**src/rtl/lstrig_pkg.sv**
```systemverilog
package lstrig_pkg;

    // Default field widths shared by the block and its checker
    localparam int unsigned LS_DIV_W       = 8;
    localparam int unsigned LS_PH_W        = 8;
    localparam int unsigned LS_TICK_W      = 16;
    localparam int unsigned LS_SYNC_STAGES = 2;

    // Retiming stage: waiting for nothing, or holding an expired delay
    typedef enum logic {
        RT_IDLE = 1'b0,
        RT_HOLD = 1'b1
    } rt_state_e;

    // Phase delay stage state
    typedef enum logic {
        PD_IDLE = 1'b0,
        PD_RUN  = 1'b1
    } pd_state_e;

endpackage

```
**src/rtl/ls_edge_sync.sv**
```systemverilog
module ls_edge_sync #(
    parameter int unsigned STAGES = 2
) (
    input  logic clk,
    input  logic rst,
    input  logic async_in,
    output logic rise
);
    localparam int unsigned LAST = STAGES;

    // pipe[0..STAGES-1] synchronise, pipe[STAGES] holds the previous level
    logic [LAST:0] pipe;

    always_ff @(posedge clk) begin
        if (rst) begin
            pipe[0] <= 1'b0;
        end else begin
            pipe[0] <= async_in;
        end
    end

    for (genvar i = 1; i <= LAST; i++) begin : g_stage
        always_ff @(posedge clk) begin
            if (rst) begin
                pipe[i] <= 1'b0;
            end else begin
                pipe[i] <= pipe[i-1];
            end
        end
    end

    assign rise = pipe[LAST-1] & ~pipe[LAST];

endmodule

```
**src/rtl/ls_divider.sv**
```systemverilog
module ls_divider #(
    parameter int unsigned DIV_W = 8
) (
    input  logic             clk,
    input  logic             rst,
    input  logic             rise,
    input  logic [DIV_W-1:0] cfg_div,
    output logic             div_pulse
);
    localparam int unsigned CW = DIV_W + 1;

    logic [CW-1:0] ratio;
    logic [CW-1:0] cnt;
    logic [CW-1:0] cnt_inc;

    // A zero setting selects the largest ratio
    assign ratio   = (cfg_div == '0) ? CW'(1) << DIV_W : {1'b0, cfg_div};
    assign cnt_inc = cnt + 1'b1;

    always_ff @(posedge clk) begin
        if (rst) begin
            cnt       <= '0;
            div_pulse <= 1'b0;
        end else begin
            div_pulse <= 1'b0;
            if (rise) begin
                if (cnt_inc >= ratio) begin
                    cnt       <= '0;
                    div_pulse <= 1'b1;
                end else begin
                    cnt <= cnt_inc;
                end
            end
        end
    end

endmodule

```
**src/rtl/ls_phase_delay.sv**
```systemverilog
module ls_phase_delay
    import lstrig_pkg::*;
#(
    parameter int unsigned PH_W   = 8,
    parameter int unsigned TICK_W = 16
) (
    input  logic              clk,
    input  logic              rst,
    input  logic              start,
    input  logic [PH_W-1:0]   cfg_phase,
    input  logic [TICK_W-1:0] cfg_tick,
    output logic              done,
    output logic              armed
);
    pd_state_e         state;
    logic [PH_W-1:0]   remain;
    logic [TICK_W-1:0] tick_cnt;
    logic [TICK_W-1:0] tick_last;
    logic              tick_hit;

    assign tick_last = (cfg_tick == '0) ? '0 : cfg_tick - 1'b1;
    assign tick_hit  = (tick_cnt == tick_last);
    assign armed     = (state == PD_RUN);

    always_ff @(posedge clk) begin
        if (rst) begin
            state    <= PD_IDLE;
            remain   <= '0;
            tick_cnt <= '0;
            done     <= 1'b0;
        end else begin
            done <= 1'b0;
            if (start) begin
                // A new edge always restarts the delay from its full length
                tick_cnt <= '0;
                if (cfg_phase == '0) begin
                    state <= PD_IDLE;
                    done  <= 1'b1;
                end else begin
                    state  <= PD_RUN;
                    remain <= cfg_phase;
                end
            end else if (state == PD_RUN) begin
                if (tick_hit) begin
                    tick_cnt <= '0;
                    if (remain == PH_W'(1)) begin
                        state <= PD_IDLE;
                        done  <= 1'b1;
                    end else begin
                        remain <= remain - 1'b1;
                    end
                end else begin
                    tick_cnt <= tick_cnt + 1'b1;
                end
            end else begin
                tick_cnt <= '0;
            end
        end
    end

endmodule

```
**src/rtl/ls_retime.sv**
```systemverilog
module ls_retime
    import lstrig_pkg::*;
(
    input  logic clk,
    input  logic rst,
    input  logic done,
    input  logic coin_in,
    output logic trig
);
    rt_state_e state;
    logic      coin_q;
    logic      coin_rise;

    assign coin_rise = coin_in & ~coin_q;

    always_ff @(posedge clk) begin
        if (rst) begin
            coin_q <= 1'b1;
            state  <= RT_IDLE;
            trig   <= 1'b0;
        end else begin
            coin_q <= coin_in;
            trig   <= 1'b0;
            if (coin_rise && (done || state == RT_HOLD)) begin
                trig  <= 1'b1;
                state <= RT_IDLE;
            end else if (done) begin
                state <= RT_HOLD;
            end
        end
    end

endmodule

```
**src/rtl/mains_seq_trigger.sv**
```systemverilog
module mains_seq_trigger
    import lstrig_pkg::*;
#(
    parameter int unsigned DIV_W       = LS_DIV_W,
    parameter int unsigned PH_W        = LS_PH_W,
    parameter int unsigned TICK_W      = LS_TICK_W,
    parameter int unsigned SYNC_STAGES = LS_SYNC_STAGES
) (
    input  logic              clk,
    input  logic              rst,
    input  logic              line_in,
    input  logic              coin_in,
    input  logic [DIV_W-1:0]  cfg_div,
    input  logic [PH_W-1:0]   cfg_phase,
    input  logic [TICK_W-1:0] cfg_tick,
    output logic              trig_out
);
    logic line_rise;
    logic div_pulse;
    logic dly_done;
    logic dly_armed;

    ls_edge_sync #(.STAGES(SYNC_STAGES)) u_sync (
        .clk      (clk),
        .rst      (rst),
        .async_in (line_in),
        .rise     (line_rise)
    );

    ls_divider #(.DIV_W(DIV_W)) u_div (
        .clk       (clk),
        .rst       (rst),
        .rise      (line_rise),
        .cfg_div   (cfg_div),
        .div_pulse (div_pulse)
    );

    ls_phase_delay #(.PH_W(PH_W), .TICK_W(TICK_W)) u_dly (
        .clk       (clk),
        .rst       (rst),
        .start     (div_pulse),
        .cfg_phase (cfg_phase),
        .cfg_tick  (cfg_tick),
        .done      (dly_done),
        .armed     (dly_armed)
    );

    ls_retime u_rt (
        .clk     (clk),
        .rst     (rst),
        .done    (dly_done),
        .coin_in (coin_in),
        .trig    (trig_out)
    );

endmodule

```
**config.mk**
```make
export PLATFORM = sky130hd
export DESIGN_NAME = mains_seq_trigger
export DESIGN_NICKNAME = d
export VERILOG_FILES = /design/src/rtl/lstrig_pkg.sv /design/src/rtl/ls_edge_sync.sv /design/src/rtl/ls_divider.sv /design/src/rtl/ls_phase_delay.sv /design/src/rtl/ls_retime.sv /design/src/rtl/mains_seq_trigger.sv
export SDC_FILE = /design/constraint.sdc
export NUM_CORES = 1
export LEC_CHECK = 0
export ABC_AREA = 1
export BUFFER_PORTS_ARGS = -buffer_cell sky130_fd_sc_hd__buf_4
export CORE_MARGIN = 2
export CORE_UTILIZATION = 25
export DETAILED_ROUTE_END_ITERATION = 16
export GPL_ROUTABILITY_DRIVEN = 0
export PLACE_DENSITY = 0.49
export SETUP_SLACK_MARGIN = 0.5
export SYNTH_ARGS = -nofsm -noshare
export SYNTH_HDL_FRONTEND = slang
export SYNTH_SLANG_ARGS = --single-unit
```
**constraint.sdc**
```tcl
create_clock -name clk -period 2.45 [get_ports clk]
set_input_delay 0.3675 -clock clk [delete_from_list [all_inputs] [get_ports clk]]
set_output_delay 0.3675 -clock clk [all_outputs]
set_load 0.01 [all_outputs]
```
==> metrics.csv <==
metric,value,unit
status,finished clean,
synth-simple-area-share,46.2,%
wl_per_cell,12.1,µm
clk_latency,0.28,ns
synth_top_area_share,26.1,%
met3_usage,1.65,%
drive_gt1_share,37.5,%
nFillCells,1361,
fin_nets,667,
synth-seq-cells,42,
cts_root_buf,clkbuf_16,
yosys-top-cells-area,"dfxtp_1 26%, nand2_1 17%, nor2_1 9.4%",
startpoint_type,flip-flop,
synth_cells,532,
post-place-ws,0.00510,ns
yosysWarnings,0,
pwr_density_cell,339,mW/mm²
cts_tree,built,
slew_viol_final,0,
drtAntennaViolNets,0,
first_pass_iters,4,
arrival,2.50,ns
syn_avg_cell_area,6.06,µm²
cap_violations,0,
grt_pass1_vias,3435,
synth_ff_type,dfxtp_1,
clkSinkCount,42,
initial_core_util,25.6,%
rows,41,
dieArea,0.0138,mm²
synth_area,0.00323,mm²
path_class,flip-flop to flip-flop,
period_minus_slack,2.31,ns
grt_busiest_layer,met2,
ys_types,35,
via_per_inst,4.61,
clk_pin_slew,0.06,ns
synthArstFlopShare,0,%
synthesis.nets,582,
post-dp-hpwl,6.67,mm
rsz0062_at_grt,true,
final-setup-viol-count,0,
syn_to_final_growth,55.2,%
grtUsageMet2,23.8,%
min_path_type,input port to flip-flop,
port_buffers,36,
clk_path_buf_depth,2,
synth_compound_area_share,7.91,%
synth_edf_count,0,
die_w,118,µm
core_area,0.0126,mm²
seq_area_frac_synth,26.1,%
numCtsBuffers,5,
irDropWorstVdd,254,µV
io_pins,37,
htreeDepth,2,
gr-total-overflow,0,
antenna_found_initial,0,
worstMarginPinSlew,0.935,ns
antennaDiodeCount,0,
fmax,433,MHz
muxShareOfSynthArea,0.621,%
period_share,94.2,%
use_met1,16.5,%
synth_xor_area_share,3.80,%
synth_top_family_by_area,simple AND/OR/NAND/NOR gates,
cp_max_fo,3,
relSlewSlack,37.7,%
p_leak,2.16,nW
drt_drc_violations_left,0,
finalClockSkew,0.00380,ns
layout_setup_ws,0.143,ns
synthAdderAreaFrac,5.43,%
grt_max_degree,16,
num_vias,3645,
drtIter0Drc,130,
endpoint_kind,flip-flop,
final-hold-violation-count,0,
drt_wl_total,9.53,mm
die_h,118,µm
worst_hold_slack,0.295,ns
grt_pass1_wl,15.4,mm
synth.largest_area_cell,dfxtp_1,
worstPathRequired,2.64,ns
gr-usage-all-layers,13.2,%
## per-stage QoR
stage / instances / power (mW) / setup TNS, ns / util (%) / cell area, µm²
after detailed placement: 744 / 0.915 / 0 / 30.3 / 3830
after floorplan: 532 / 0.820 / 0 / - / 3300
after global placement: 744 / 0.913 / -0.00649 / 30.3 / 3830
final: 790 / 1.70 / 0 / 39.7 / 5010
after CTS: 774 / 1.67 / 0 / 34.9 / 4400
after global routing: 790 / 1.77 / -0.203 / 39.7 / 5010
## path summary, 6_finish.rpt
| kind | cells past startpoint | to | startpoint | slack [ns] |
|---|---|---|---|---|
| setup / recovery | 15 | u_div.cnt[0] | u_div.cnt[1] | 0.14 |
| hold / removal | 3 | u_sync.pipe[0] | line_in | 0.29 |
| setup reg to reg | 15 | u_div.cnt[0] | u_div.cnt[1] | 0.14 |
| hold reg to reg | 2 | u_sync.pipe[1] | u_sync.pipe[0] | 0.40 |
## kinds of logic after synthesis
kind of cell,Yosys count
flip-flops,42
AO/OA/AOI/OAI,46
AND/OR/NAND/NOR,335
buffers and inverters,79
adder cells (fa/ha/maj),14
multiplexers,2
XOR/XNOR,14
## cell type report
cell class | instances | area [µm²] | area share [%]
multi-input cells | 416 | 2750 | 55.0
flip-flops and latches | 42 | 855 | 17.1
repair buffers | 82 | 748 | 14.9
inverters | 70 | 269 | 5.37
well taps | 172 | 215 | 4.30
clock buffers | 8 | 166 | 3.32
## cells in the mapped netlist (2+ instances only)
cell and instances:
nand2_1 147, nor2_1 81, inv_1 68, nand3_1 43, dfxtp_1 42, a21oi_1 25
nand4_1 22, ha_1 14, nor3_1 14, xor2_1 12, o21ai_0 9, nand3b_1 8
nor2_2 6, nor4_1 4, a22oi_1 3, buf_2 3, buf_6 3, clkbuf_1 3
nand2_2 3, o31ai_1 3, mux2i_1 2, nor2_4 2, o21ai_1 2, xnor2_1 2
## power breakdown
part	switching, mW	total [mW]	internal [mW]	leakage (nW)
clock network	0.261	0.722	0.461	0.0832
registers	0.00254	0.688	0.686	0.343
logic	0.154	0.288	0.133	1.74
## what timing repair did
action | CTS | global route
gates cloned | 6 | 1
pin swaps | 31 | 60
hold buffers | 0 | 0
endpoints found under the setup margin | 35 | 36
buffers inserted | 16 | 15
resized for setup | 40 | 127
## worst max-delay path: stages, from the launching register on
cell and delay (ns):
dfxtp_4 0.37, ha_4 0.15, nand2_4 0.06, inv_1 0.08, nand2_1 0.07, xor2_1 0.19
inv_2 0.09, ha_4 0.25, a21oi_2 0.10, o21ai_0 0.09, a21oi_1 0.15, o211ai_1 0.13
nor2_2 0.16, buf_4 0.14, nor2_1 0.04, a211oi_1 0.16
## sequential cells by signal, indices dropped and copies added (netlist names)
register,cells
u_div.div_pulse,1
u_rt.coin_q,1
u_dly.armed,1
u_rt.trig,1
u_sync.pipe,3
u_div.cnt,9
u_dly.done,1
u_rt.state,1
u_dly.tick_cnt,16
u_dly.remain,8
## routing by layer
metal	vias up	wire [µm]
met5	-	0
met4	0	212
met3	16	296
met2	58	4630
met1	1677	4390
li1	1894	-
## cell usage in the layout (no fill, tap or decap), drive strengths merged
| cell | Yosys | routed |
|---|---|---|
| o21ai | 11 | 11 |
| nand2 | 151 | 156 |
| mux2i | 2 | 2 |
| a211oi | 1 | 1 |
| dfxtp | 42 | 42 |
| o31ai | 3 | 3 |
| xnor2 | 2 | 2 |
| nand3b | 8 | 8 |
| o21bai | 1 | 1 |
| nor4 | 4 | 4 |
| clkinvlp | 0 | 1 |
| clkinv | 1 | 1 |
| nand4 | 23 | 23 |
| xor2 | 12 | 12 |
| o21a | 1 | 1 |
| clkbuf | 3 | 8 |
| and2 | 1 | 1 |
| nor2 | 89 | 89 |
| and3 | 1 | 1 |
| a22oi | 3 | 3 |
| nor3 | 14 | 14 |
| ha | 14 | 14 |
| nand3 | 44 | 44 |
| o211ai | 1 | 1 |
| buf | 6 | 82 |
| inv | 69 | 68 |
| a21oi | 25 | 25 |
No activity file was read; power rests on OpenSTA's default activity.
